--- src/rtl/shift_accum_pkg.sv ---
package shift_accum_pkg;
  localparam int OPERAND_W = 16;
  localparam int AMOUNT_W  = 8;

  typedef enum logic {
    SHIFT_LOGICAL = 1'b0,
    SHIFT_ARITH   = 1'b1
  } shift_mode_e;

  // Unsigned magnitude of a two's complement amount; the most negative value maps to 2**(W-1).
  function automatic logic [AMOUNT_W-1:0] amount_mag(input logic [AMOUNT_W-1:0] amt);
    return amt[AMOUNT_W-1] ? (~amt + 1'b1) : amt;
  endfunction

  // Place an operand in the upper or lower half of a double-width field.
  function automatic logic [2*OPERAND_W-1:0] place_operand(
    input logic [OPERAND_W-1:0] op, input logic hi, input shift_mode_e mode);
    logic [OPERAND_W-1:0] ext;
    ext = (mode == SHIFT_ARITH) ? {OPERAND_W{op[OPERAND_W-1]}} : '0;
    return hi ? {op, {OPERAND_W{1'b0}}} : {ext, op};
  endfunction
endpackage

--- src/rtl/shift_place.sv ---
module shift_place
  import shift_accum_pkg::*;
#(
  parameter int OP_W = OPERAND_W,
  localparam int RES_W = 2 * OP_W
) (
  input  logic [OP_W-1:0]  operand,
  input  logic [RES_W-1:0] sr_now,
  input  logic             use_fb,
  input  logic             hi_sel,
  input  shift_mode_e      mode,
  output logic [OP_W-1:0]  op_sel,
  output logic [RES_W-1:0] field
);
  always_comb begin
    op_sel = use_fb ? sr_now[OP_W-1:0] : operand;
    field  = place_operand(op_sel, hi_sel, mode);
  end
endmodule

--- src/rtl/shift_barrel.sv ---
module shift_barrel
  import shift_accum_pkg::*;
#(
  parameter int RES_W = 2 * OPERAND_W,
  parameter int AMT_W = AMOUNT_W,
  localparam int STG = $clog2(RES_W)
) (
  input  logic [RES_W-1:0] field,
  input  logic [AMT_W-1:0] amount,
  input  shift_mode_e      mode,
  output logic [RES_W-1:0] shifted,
  output logic             overrange
);
  logic [AMT_W-1:0] mag;
  logic             go_right;
  logic             fill;
  logic [RES_W-1:0] lft [STG+1];
  logic [RES_W-1:0] rgt [STG+1];

  assign mag       = amount_mag(amount);
  assign go_right  = amount[AMT_W-1];
  assign fill      = (mode == SHIFT_ARITH) & field[RES_W-1];
  assign overrange = |mag[AMT_W-1:STG];
  assign lft[0]    = field;
  assign rgt[0]    = field;

  for (genvar i = 0; i < STG; i++) begin : g_stage
    localparam int D = 1 << i;
    assign lft[i+1] = mag[i] ? {lft[i][RES_W-1-D:0], {D{1'b0}}} : lft[i];
    assign rgt[i+1] = mag[i] ? {{D{fill}}, rgt[i][RES_W-1:D]} : rgt[i];
  end

  always_comb begin
    if (go_right) shifted = overrange ? {RES_W{fill}} : rgt[STG];
    else          shifted = overrange ? '0 : lft[STG];
  end
endmodule

--- src/rtl/shift_result_reg.sv ---
module shift_result_reg #(
  parameter int RES_W = 32
) (
  input  logic             clk,
  input  logic             rst,
  input  logic             valid,
  input  logic             merge,
  input  logic [RES_W-1:0] shifted,
  output logic [RES_W-1:0] next_sr,
  output logic [RES_W-1:0] sr
);
  assign next_sr = merge ? (sr | shifted) : shifted;

  always_ff @(posedge clk) begin
    if (rst)        sr <= '0;
    else if (valid) sr <= next_sr;
  end
endmodule

--- src/rtl/shift_accum_unit.sv ---
module shift_accum_unit
  import shift_accum_pkg::*;
#(
  parameter int OP_W  = OPERAND_W,
  parameter int AMT_W = AMOUNT_W,
  localparam int RES_W = 2 * OP_W
) (
  input  logic             clk,
  input  logic             rst,
  input  logic             valid_i,
  input  logic [OP_W-1:0]  operand_i,
  input  logic [AMT_W-1:0] amount_i,
  input  logic             arith_i,
  input  logic             hi_sel_i,
  input  logic             merge_i,
  input  logic             use_fb_i,
  output logic [RES_W-1:0] result_o
);
  shift_mode_e      mode;
  logic [OP_W-1:0]  op_sel;
  logic [RES_W-1:0] placed_field;
  logic [RES_W-1:0] shifted_field;
  logic [RES_W-1:0] next_sr;
  logic             overrange;

  assign mode = arith_i ? SHIFT_ARITH : SHIFT_LOGICAL;

  shift_place #(.OP_W(OP_W)) u_place (
    .operand(operand_i), .sr_now(result_o), .use_fb(use_fb_i),
    .hi_sel(hi_sel_i), .mode(mode), .op_sel(op_sel), .field(placed_field)
  );

  shift_barrel #(.RES_W(RES_W), .AMT_W(AMT_W)) u_barrel (
    .field(placed_field), .amount(amount_i), .mode(mode),
    .shifted(shifted_field), .overrange(overrange)
  );

  shift_result_reg #(.RES_W(RES_W)) u_sr (
    .clk(clk), .rst(rst), .valid(valid_i), .merge(merge_i),
    .shifted(shifted_field), .next_sr(next_sr), .sr(result_o)
  );
endmodule

--- config.mk ---
export PLATFORM = sky130hd
export DESIGN_NAME = shift_accum_unit
export DESIGN_NICKNAME = d
export VERILOG_FILES = /design/src/rtl/shift_accum_pkg.sv /design/src/rtl/shift_place.sv /design/src/rtl/shift_barrel.sv /design/src/rtl/shift_result_reg.sv /design/src/rtl/shift_accum_unit.sv
export SDC_FILE = /design/constraint.sdc
export NUM_CORES = 1
export LEC_CHECK = 0
export BUFFER_PORTS_ARGS = -buffer_cell sky130_fd_sc_hd__buf_2
export CELL_PAD_IN_SITES_DETAIL_PLACEMENT = 0
export CELL_PAD_IN_SITES_GLOBAL_PLACEMENT = 2
export CORE_ASPECT_RATIO = 0.9
export CORE_MARGIN = 2
export CORE_UTILIZATION = 39
export CTS_BUF_LIST = sky130_fd_sc_hd__clkbuf_2
export DETAILED_ROUTE_END_ITERATION = 6
export PLACE_DENSITY = 0.95
export SYNTH_ARGS = -nofsm -noshare
export SYNTH_HDL_FRONTEND = slang
export SYNTH_SLANG_ARGS = --single-unit
--- constraint.sdc ---
create_clock -name clk -period 8.4 [get_ports clk]
set_clock_uncertainty 0.1 [all_clocks]
set_input_delay 1.68 -clock clk [delete_from_list [all_inputs] [get_ports clk]]
set_output_delay 1.68 -clock clk [all_outputs]
set_load 0.05 [all_outputs]
# Word-level counts from Yosys, hierarchy flattened
# Cells that the tools add are included.
# totals
word_cells	25
reg_bits	32
inputBits	31
output_inout_bits	32
# classes
bitwise	3
muxes	19
n_reduce_logical	1
addsub	1
# op_table
cell	count
two-way mux 32 bit	15
two-way mux 16 bit	2
OR 32 bit	1
adder 8 x 1 -> 8 bit, second input constant	1
two-way mux 8 bit	1
NOT 8 bit	1
OR reduction 3 bit	1
AND 1 bit	1
two-way mux 1 bit	1

# Longest topological paths before layout
# depth
depth_word	13
ltp_mapped	14
mapped_depth_nobuf	9

# Hierarchy
# Synthesis repeated with hierarchy kept, for this count alone.
# unflattened
cells_unflattened	779
hier_area_um2	6152.2
# modules_own_cells
module	seq_area_each_um2	area_each_um2	cells_each	instances
shift_barrel	0.0	3856.2	525	1
shift_result_reg	640.6	1789.2	180	1
shift_place	0.0	506.7	74	1

# Worst setup path after synthesis
# No wires, ideal clock.
# synth_path
kind	input to register
startpoint	input amount_i[0]
endpoint	register u_sr.sr[7]
n_path_buf	3
stages	12
arrival_ns	4.333
slack_ns	3.848
required_time_ns	8.181
setup_time_ns	0.119
path_cell_list	buf_6 buf_6 buf_6 inv_2 ha_1 nand2b_1 xnor2_4 mux4_2 a21oi_2 nor3_1 o31a_1 o221a_1
# synth_via
elab_chain_len	12
elab_cells_between_ends	19
cone_classes	add/sub: 1; mux: 15; bitwise: 2; reduce/logical: 1
# synth_rtl
element	line_no	source
from (decl)	shift_accum_unit.sv:12	input logic [AMT_W-1:0] amount_i,
NOT 8 bit	shift_accum_pkg.sv:12	return amt[AMOUNT_W-1] ? (~amt + 1'b1) : amt;
adder 8 x 1 -> 8 bit	shift_accum_pkg.sv:12	
two-way mux 8 bit *	shift_accum_pkg.sv:12	
two-way mux 32 bit, on equally long branches (5 in series)	shift_barrel.sv:29, shift_barrel.sv:30	
two-way mux 32 bit, on equally long branches	shift_barrel.sv:35, shift_barrel.sv:34	
two-way mux 32 bit *	shift_barrel.sv:34	if (go_right) shifted = overrange ? {RES_W{fill}} : rgt[STG];
OR 32 bit	shift_result_reg.sv:12	assign next_sr = merge ? (sr | shifted) : shifted;
two-way mux 32 bit *	shift_result_reg.sv:12	
to (signal assigned)	shift_result_reg.sv:16	else if (valid) sr <= next_sr;
to (decl)	shift_result_reg.sv:10	output logic [RES_W-1:0] sr
# Every way passes the cells marked *; elsewhere a longest branch is shown, timed or not.
# A chain may end at the register's enable or synchronous reset.

# Worst setup path in the final report
# layout_path
startpoint	input amount_i[0]
endpoint	register u_sr.sr[27]
# Same word-level chain as after synthesis.

==> summary.txt <==
Critical path
  – Worst reg2reg endpoint: u_sr.sr[9]
  – CP Data Arrival Time: 5.68 ns
  – Crit path cell chain: buf_2 > buf_4 > inv_2 > ha_1 > or3b_4 > a211oi_4 > nand2_1 > a21oi_2 > a21oi_1 > a221o_1 > o221a_1
  – Worst-case register-to-register setup slack: 4.99 ns
  – Setup crit end: u_sr.sr[27]
  – Worst Reg-to-Reg Cells: 7
  – CP Depth: 11
  – Maximum cell stage delay along the critical path: 0.90 ns
  – Crit path buf inv count: 3
  – Critical Path RT: 8.67 ns
  – Cell family contributing the most delay on the critical path: compound AO/OA/AOI/OAI gates
  – Largest fanout on the critical path: 45
  – Crit path max-delay cell type: sky130_fd_sc_hd__a211oi_4
  – Crit path launch type: primary input
  – Crit end category: flop
  – Critical setup path kind: in2reg
  – Start point of the critical path: amount_i[0]
  – Startpoint of the worst register-to-register path: u_sr.sr[15]

Timing
  – Min Clock Period, post-route: 5.41 ns
  – Number of setup violations in the final report: 0
  – Pins over their slew limit: 0
  – Final total negative setup slack: 0 ns
  – Final hold violation count: 0
  – Share of the clock period used by the worst path: 64.4%
  – Worst Max-Slew Pin Slew: 1.21 ns
  – Unrepaired setup endpoints after global routing: false
  – Tightest slew margin relative to the limit: 18.5%
  – Highest clock rate: 0.185 GHz

Synthesis
  – Top FF cell, synth: sky130_fd_sc_hd__dfxtp_1
  – Top cells by area, synth: sky130_fd_sc_hd__dfxtp_1 12%, sky130_fd_sc_hd__mux4_2 12%, sky130_fd_sc_hd__nand2_1 5.0%
  – Number of synthesis warnings: 0
  – Area share of the leading cell type in the synthesized netlist: 12.3%
  – Mapped Cells: 677
  – Post-synth net total: 709
  – Proportion of register bits with asynchronous set or reset after synthesis: 0%
  – Fraction of the yosys area taken by sequential cells: 12.3%
  – Cell Area, Synth: 5230 µm²
  – Synthesis-stage register bit count: 32
  – Number of synthesized flops with an enable pin: 0
  – Post-synthesis area per instance: 7.72 µm²
  – Count of distinct cell types in the synthesized netlist: 84
  – Cell type with the highest aggregate area in the netlist: sky130_fd_sc_hd__dfxtp_1

Clock network
  – Clock sinks: 32
  – Clock latency at the later pin of the worst-skew pair: 0.44 ns
  – Clock Tree Buf Depth: 2
  – CTS Root Buffer Type: sky130_fd_sc_hd__clkbuf_2
  – CTS tree: yes
  – Number of gates given a new drive strength after cts: 0
  – Inserted Clock Buffers: 5
  – H-tree Lvls: 2
  – Number of setup buffers added after CTS: 0
  – Hold buffers post-CTS: 0
  – Clock-pin slew of the registers on the worst-case setup and hold paths: 0.21 ns

Floorplan
  – Die X: 126 µm
  – Height of the die: 114 µm
  – Floorplan Core Area: 13200 µm²
  – Initial core utilization: 39.6%
  – Ports: 63
  – Die Area: 14300 µm²
  – Placement row count: 40

Placed design
  – Port buffer count: 62
  – Final HPWL from detailed placement: 20100 µm
  – Dpl cells: 862
  – Gpl congestion: 1.01
  – Instance area at placement: 5580 µm²

Finish
  – Antenna diode instance count: 0
  – Final core utilization: 42.5%
  – Post-Layout Cell Count: 870
  – Layout Nets: 733
  – Registers with the highest flip-flop counts: u_sr.sr: 32 flops
  – Synth-to-Final Area Change: 7.54%
  – Share of layout cells above drive strength 1: 23.5%
  – Largest reg by FF count: u_sr.sr
  – Design Area, Final: 5620 µm²
  – Multi-input combinational cell area: 4280 µm²
  – Area used by sequential logic in the layout: 641 µm²
  – Max FFs per register: 32
  – Fill cell total of the finished layout: 1424

Global route
  – Final global-route overflow total: 0
  – Overall Global Routing Usage: 36.3%
  – Largest net degree at the start of global routing: 67
  – Vias in the first global route: 5711
  – Global-route wire length before repair: 39000 µm
  – Initial antenna violation count: 1

Power
  – Leakage Power: 2.01 nW
  – Ratio of total power to cell area: 127 nW/µm²
  – Maximum ir drop on the vdd rail: 59.7 µV

Detailed routing
  – Post-detailed-routing wire length: 26700 µm
  – Total iterations of the first detailed-routing run: 7
  – Detail Route Antenna Nets: 0
  – Detail-routed via count per cell: 7.30
  – Violation count after the first detailed-routing iteration: 1073
  – DRC violations left: 11
  – WL per Instance: 30.7 µm
  – Routed via count: 6350

Worst hold path
  – Hold crit path type: reg2reg

Status
  – Outcome: complete, but fails checks
  – Violated checks: design-rule violations

Run
  – Max-cap violations: 0
## routing by layer
| layer | GRT usage, % | part of all wire, % | routed length [µm] |
|---|---|---|---|
| met3 | 9.24 | 11 | 2900 |
| met4 | 11.1 | 3.9 | 1050 |
| met1 | 50.4 | 42 | 11200 |
| met5 | 0 | 0 | 0 |
| met2 | 55.6 | 43 | 11600 |
## worst register-to-register path, stage by stage (launching register included)
cell and delay [ns]:
sky130_fd_sc_hd__dfxtp_1 0.67, sky130_fd_sc_hd__mux2i_1 0.28, sky130_fd_sc_hd__o32ai_1 0.68, sky130_fd_sc_hd__mux2i_1 0.15, sky130_fd_sc_hd__a2111oi_1 0.81, sky130_fd_sc_hd__a22oi_1 0.23, sky130_fd_sc_hd__a21oi_1 0.27, sky130_fd_sc_hd__a221o_1 0.15
## power by group
group          total, mW  internal (mW)  switching [mW]
sequential         0.178          0.161          0.0169
clock             0.0890         0.0222          0.0669
combinational      0.446          0.140           0.306
## kinds of logic after synthesis
| family | after synthesis | synth area share (%) |
|---|---|---|
| muxes | 75 | 21.9 |
| xor gates and xnor gates | 6 | 1.65 |
| and+or+nand+nor | 228 | 20.3 |
| adders and majority gates | 1 | 0.239 |
| AOI/OAI and AO/OA | 267 | 37.6 |
| buffers and inverters | 68 | 6.08 |
| DFF | 32 | 12.3 |
## synth_stat cells (all sizes together), types with 7 or more instances
library cell and instances:
a2111oi 7, a211oi 16, a21o 7, a21oi 46
a221o 8, a221oi 15, a22oi 12, a31oi 11
a32oi 9, buf 31, clkbuf 28, dfxtp 32
inv 9, mux2 22, mux2i 25, mux4 28
nand2 70, nand3 14, nor2 65, nor2b 7
nor3 29, nor4 11, o211ai 10, o21ai 51
o221ai 10, o22ai 11, o31ai 7
## metrics by stage
stage | power [mW] | hold WS, ns | setup slack, ns
5_1_grt | 0.733 | 0.438 | 2.91
3_3_place_gp | 0.609 | 0.380 | 2.58
3_5_place_dp | 0.608 | 0.378 | 2.52
6_report | 0.713 | 0.412 | 2.99
4_1_cts | 0.691 | 0.410 | 2.97
2_1_floorplan | 0.472 | 0.598 | 3.85
## layout make-up
| cell class | instances | share of cell area, % |
|---|---|---|
| Clock buffer | 7 | 0.623 |
| Clock inverter | 1 | 0.0668 |
| Inverter | 9 | 0.601 |
| Multi-Input combinational cell | 577 | 76.2 |
| Sequential cell | 32 | 11.4 |
| Tap cell | 168 | 3.74 |
| Timing Repair Buffer | 76 | 7.39 |
## worst min path at each step
| stage | start | endpoint | slack, ns | cells after the start |
|---|---|---|---|---|
| floorplan | u_sr.sr[29] | u_sr.sr[29] | 0.60 | 2 |
| global placement | u_sr.sr[16] | u_sr.sr[16] | 0.38 | 2 |
| detailed placement | u_sr.sr[26] | u_sr.sr[26] | 0.38 | 2 |
| CTS | u_sr.sr[18] | u_sr.sr[18] | 0.41 | 2 |
| global route | u_sr.sr[18] | u_sr.sr[18] | 0.44 | 2 |
| finish | u_sr.sr[16] | u_sr.sr[16] | 0.41 | 2 |
## placed cells by master (no fill, tap or decap), drive strengths merged, types with 8 or more instances in the layout
cell / instances
a211oi: 16
a21oi: 46
a221o: 8
a221oi: 15
a22oi: 12
a31oi: 11
a32oi: 9
buf: 76
dfxtp: 32
inv: 9
mux2: 22
mux2i: 25
mux4: 28
nand2: 70
nand3: 14
nor2: 65
nor3: 29
nor4: 11
o211ai: 10
o21ai: 51
o221ai: 10
o22ai: 11
No activity file was read; power rests on OpenSTA's default activity.
